### config.mk
export PLATFORM = sky130hd
export DESIGN_NAME = defect_remap_cache
export DESIGN_NICKNAME = d
export VERILOG_FILES = /design/src/rtl/defect_remap_cache.sv
export SDC_FILE = /design/constraint.sdc
export NUM_CORES = 1
export LEC_CHECK = 0
export ABC_CLOCK_PERIOD_IN_PS = 5400
export CORE_MARGIN = 2
export CORE_UTILIZATION = 45
export DETAILED_ROUTE_END_ITERATION = 6
export PLACE_DENSITY_LB_ADDON = 0.2
export RECOVER_POWER = 100
export SETUP_SLACK_MARGIN = 0.4
export SLEW_MARGIN = 20
export SYNTH_ARGS = -nofsm -noshare
export SYNTH_HDL_FRONTEND = slang
export SYNTH_SLANG_ARGS = --single-unit
### constraint.sdc
create_clock -name clk -period 5.4 [get_ports clk]
set_input_delay 0.54 -clock clk [delete_from_list [all_inputs] [get_ports clk]]
set_output_delay 0.54 -clock clk [all_outputs]
set_load 0.02 [all_outputs]
### src/rtl/defect_remap_cache.sv
module defect_remap_cache #(
  parameter int TAG_W  = 4,
  parameter int ROW_W  = 2,
  parameter int COL_W  = 2,
  parameter int DATA_W = 8
) (
  input  logic                         clk,
  input  logic                         rst_n,
  input  logic                         map_we,
  input  logic [ROW_W-1:0]             map_row,
  input  logic [COL_W-1:0]             map_col,
  input  logic                         map_bad,
  input  logic                         acc_valid,
  input  logic                         acc_fill,
  input  logic [TAG_W+COL_W+ROW_W-1:0] acc_addr,
  input  logic [DATA_W-1:0]            acc_wdata,
  output logic                         rsp_valid,
  output logic                         rsp_hit,
  output logic                         rsp_nocache,
  output logic [COL_W-1:0]             rsp_col,
  output logic [DATA_W-1:0]            rsp_data
);
  localparam int ROWS   = 1 << ROW_W;
  localparam int COLS   = 1 << COL_W;
  localparam int LINE_W = ROW_W + COL_W;
  localparam int LINES  = 1 << LINE_W;
  localparam int ADDR_W = TAG_W + COL_W + ROW_W;

  logic [COLS-1:0]   bad_q  [ROWS];
  logic [LINES-1:0]  vld_q;
  logic [TAG_W-1:0]  tag_q  [LINES];
  logic [COL_W-1:0]  pcol_q [LINES];
  logic [DATA_W-1:0] data_q [LINES];

  wire [ROW_W-1:0] a_row = acc_addr[ROW_W-1:0];
  wire [COL_W-1:0] a_col = acc_addr[ROW_W +: COL_W];
  wire [TAG_W-1:0] a_tag = acc_addr[ADDR_W-1 -: TAG_W];

  wire [COLS-1:0]   row_bad = bad_q[a_row];
  wire [LINE_W-1:0] lidx    = {a_row, a_col};
  wire [COL_W-1:0]  st_col  = pcol_q[lidx];
  wire              hit_c   = vld_q[lidx] && (tag_q[lidx] == a_tag) && !row_bad[st_col];
  wire              do_fill = acc_valid && acc_fill;

  logic             pick_ok;
  logic [COL_W-1:0] pick_col;

  always_comb begin
    logic [COL_W-1:0] cand;
    pick_ok  = 1'b0;
    pick_col = '0;
    for (int k = COLS - 1; k >= 0; k--) begin
      cand = a_col + COL_W'(k);
      if (!row_bad[cand]) begin
        pick_ok  = 1'b1;
        pick_col = cand;
      end
    end
  end

  always_ff @(posedge clk or negedge rst_n) begin
    if (!rst_n) begin
      for (int r = 0; r < ROWS; r++) bad_q[r] <= '0;
      vld_q       <= '0;
      rsp_valid   <= 1'b0;
      rsp_hit     <= 1'b0;
      rsp_nocache <= 1'b0;
      rsp_col     <= '0;
      rsp_data    <= '0;
    end else begin
      if (map_we) bad_q[map_row][map_col] <= map_bad;
      for (int c = 0; c < COLS; c++) begin
        if (do_fill && pick_ok && (COL_W'(c) != a_col) &&
            (pcol_q[{a_row, COL_W'(c)}] == pick_col))
          vld_q[{a_row, COL_W'(c)}] <= 1'b0;
      end
      if (do_fill && pick_ok) vld_q[lidx] <= 1'b1;
      rsp_valid   <= acc_valid;
      rsp_hit     <= acc_valid && !acc_fill && hit_c;
      rsp_nocache <= acc_valid && !pick_ok;
      if (!acc_valid)       rsp_col <= '0;
      else if (acc_fill)    rsp_col <= pick_ok ? pick_col : '0;
      else                  rsp_col <= hit_c ? st_col : '0;
      rsp_data <= (acc_valid && !acc_fill && hit_c) ? data_q[{a_row, st_col}] : '0;
    end
  end

  always_ff @(posedge clk) begin
    if (do_fill && pick_ok) begin
      tag_q[lidx]              <= a_tag;
      pcol_q[lidx]             <= pick_col;
      data_q[{a_row, pick_col}] <= acc_wdata;
    end
  end
endmodule


==> reports/metrics.cfg <==
[synthesis]
synthDistinctLibCells=49
synth_fp_nets=820
synth_seq_cells=269
syn_area_per_cell_um2=14.6
ys.flop_type=edfxtp_1
async_reset_ff_frac=0.167
syn_area_mm2=0.0115
ys_seq_area_frac=0.683
yosys_warnings=0
syn_inst=790
synth_edf_count=224

[global_routing]
antenna_found_initial=0
grt_first_pass_wirelength_um=40400
grt_use_total=0.200
grt_pass1_vias=6975
grt_overflow=0
grt_max_degree=65

[floorplanning]
placementRows=58
ioPinCount=39
die_area_mm2=0.0269
die_y_um=164
die-width_um=164
start_util=0.458
coreArea_mm2=0.0251

[setup_path]
critPathMaxFanout=19
path_delay_family=simple AND/OR/NAND/NOR gates
slowest_delay_ps=860
cp_data_required_time_ps=5580
cp_num_buf_inv=3
worstPathCellList=dlygate4sd3_1, buf_4, nor2b_1, a221oi_1, a32o_1, a211o_1, clkbuf_1, or2_0, nor2_1
crit_slowest_cell=nor2_1
cp-start-kind=input pin
cp_data_arrival_time_ps=4540
critPathKind=in -> reg
end_kind=register

[cts]
cts-htree-levels=1
worstSkewPairLatency_ps=560
postCtsHoldBufs=0
cts_tree=yes
ctsResizeCount=0
numClockSinks=269
clockRootBuffer=clkbuf_16
clkTransAtPathRegs_ps=60
clk_path_buf_depth=3
numCtsBuffers=29
post-cts-setup-buffers=0

[cells_and_area]
final_common_cell=edfxtp_1
finalNetCount=859
multi_input_area_mm2=0.00333
n_fill_cell=2100
diodes=0
area_growth_pct=13.5
regArea_mm2=0.00785
final_cell_area_mm2=0.0131
final_cell_mix=edfxtp_1 (224), nand2_1 (127), a21oi_1 (73)
drive_gt1_frac=0.121

[drt]
drc_errors=0
vias=6838
ant_nets=0
wl_um=26200
avgRoutedWirePerCell_um=22.2
dr.pass1.iters=5
avgViaCountPerCell=5.79
drt_iter0_drc=711

[timing]
finalSetupViolations=0
rsz0062_at_grt=no
finalClockSkew_ps=30.3
fin_crit_sh=0.809
timing.final.crit_period_ps=4370
slew_headroom=-0.886
setup_tns_ps=0
fmax_mhz=229
hold_viol=0
drv_slew=95
tightest_slew_ps=2830

[power]
seq_power_share=0.489
p_switching_mw=1.17
switching_share=0.237
leakagePower_nw=4.55
clockPowerShare=0.398
ir_worst_vdd_v=0.000240
power.total_mw=4.95
p_per_area_mw_per_mm2=379
internal_power_mw=3.78
comb_power_share=0.113

[job]
drv_cap=2

[hold_path]
hp-class=reg -> reg

[place]
placed_area_mm2=0.0122
gp_congestion=0.813
hpwl_um=16500
io_buffers=38

[outcome]
violations=max-capacitance violations, max-slew violations
status=finished with violations

-- path summary, 6_finish.rpt --
kind / start / end / slack, ps / cells after the start
max reg2reg: bad_q[9] / data_q[12][3] / 1470 / 8
min: vld_q[7] / vld_q[7] / 480 / 1
max: acc_addr[1] / data_q[12][3] / 1030 / 9
min reg2reg: vld_q[7] / vld_q[7] / 480 / 1
max in group asynchronous: rst_n / vld_q[4] / 2890 / 1
min in group asynchronous: rst_n / rsp_col[0] / 890 / 1
-- synth_stat cells (all sizes together) (17+ instances only) --
master,instances,area (um2)
buf,31,223
nor2,46,183
nand3,37,185
mux2i,17,170
nand2,128,483
dfrtp,45,1130
edfxtp,224,6730
o22a,17,149
clkbuf,17,67.6
mux2,17,191
a22oi,18,135
a21oi,73,365
mux4,37,871
-- per-stage QoR --
| stage | hold slack, ps | cells | worst slack, ps | utilization |
|---|---|---|---|---|
| after floorplan | 244 | 790 | 2250 | - |
| after global placement | 466 | 1127 | 992 | 0.483 |
| after detailed placement | 472 | 1128 | 896 | 0.484 |
| after CTS | 242 | 1180 | 1490 | 0.522 |
| after global routing | 515 | 1180 | 746 | 0.520 |
| final | 483 | 1180 | 1030 | 0.520 |
-- cell type report --
type                            instances  share of cell area
Timing Repair Buffer                   56              0.0380
Clock inverter                         14              0.0144
Inverter                                5             0.00144
Tap cell                              330              0.0316
Sequential cell                       269               0.601
Multi-Input combinational cell        468               0.255
Clock buffer                           38              0.0582
-- routing by layer --
layer  GRT usage  up-vias  part of all wire
met1       0.280     3466              0.43
met5           0        -                 0
li1            -     3072                 -
met3      0.0449       37             0.076
met2       0.320      263              0.47
met4      0.0463        0             0.016
-- cells by family (layout without fill, tap and decap cells) --
logic type | Yosys count | in the layout | share of synthesized area
muxes | 71 | 71 | 0.107
AOI/OAI and AO/OA | 125 | 125 | 0.0687
xor gates and xnor gates | 19 | 19 | 0.0145
and+or+nand+nor | 249 | 249 | 0.0959
adders and majority gates | 4 | 4 | 0.00435
DFF | 269 | 269 | 0.683
buffers and inverters | 53 | 113 | 0.0269
-- sequential cells by signal, summed over array words and instances (netlist names) --
register	count
vld_q	16
rsp_col	2
rsp_valid	1
data_q	128
bad_q	16
rsp_nocache	1
tag_q	64
rsp_hit	1
rsp_data	8
pcol_q	32
-- power groups by stage --
stage                     clock, mW  sequential, mW  combinational [mW]
after floorplan                   0            2.44               0.409
after global placement            0            2.45               0.557
after global routing           2.09            2.43               0.614
after CTS                      2.01            2.42               0.574
final                          1.97            2.42               0.560
after detailed placement          0            2.46               0.571
Note: power is estimated with default switching activity, not from simulation.
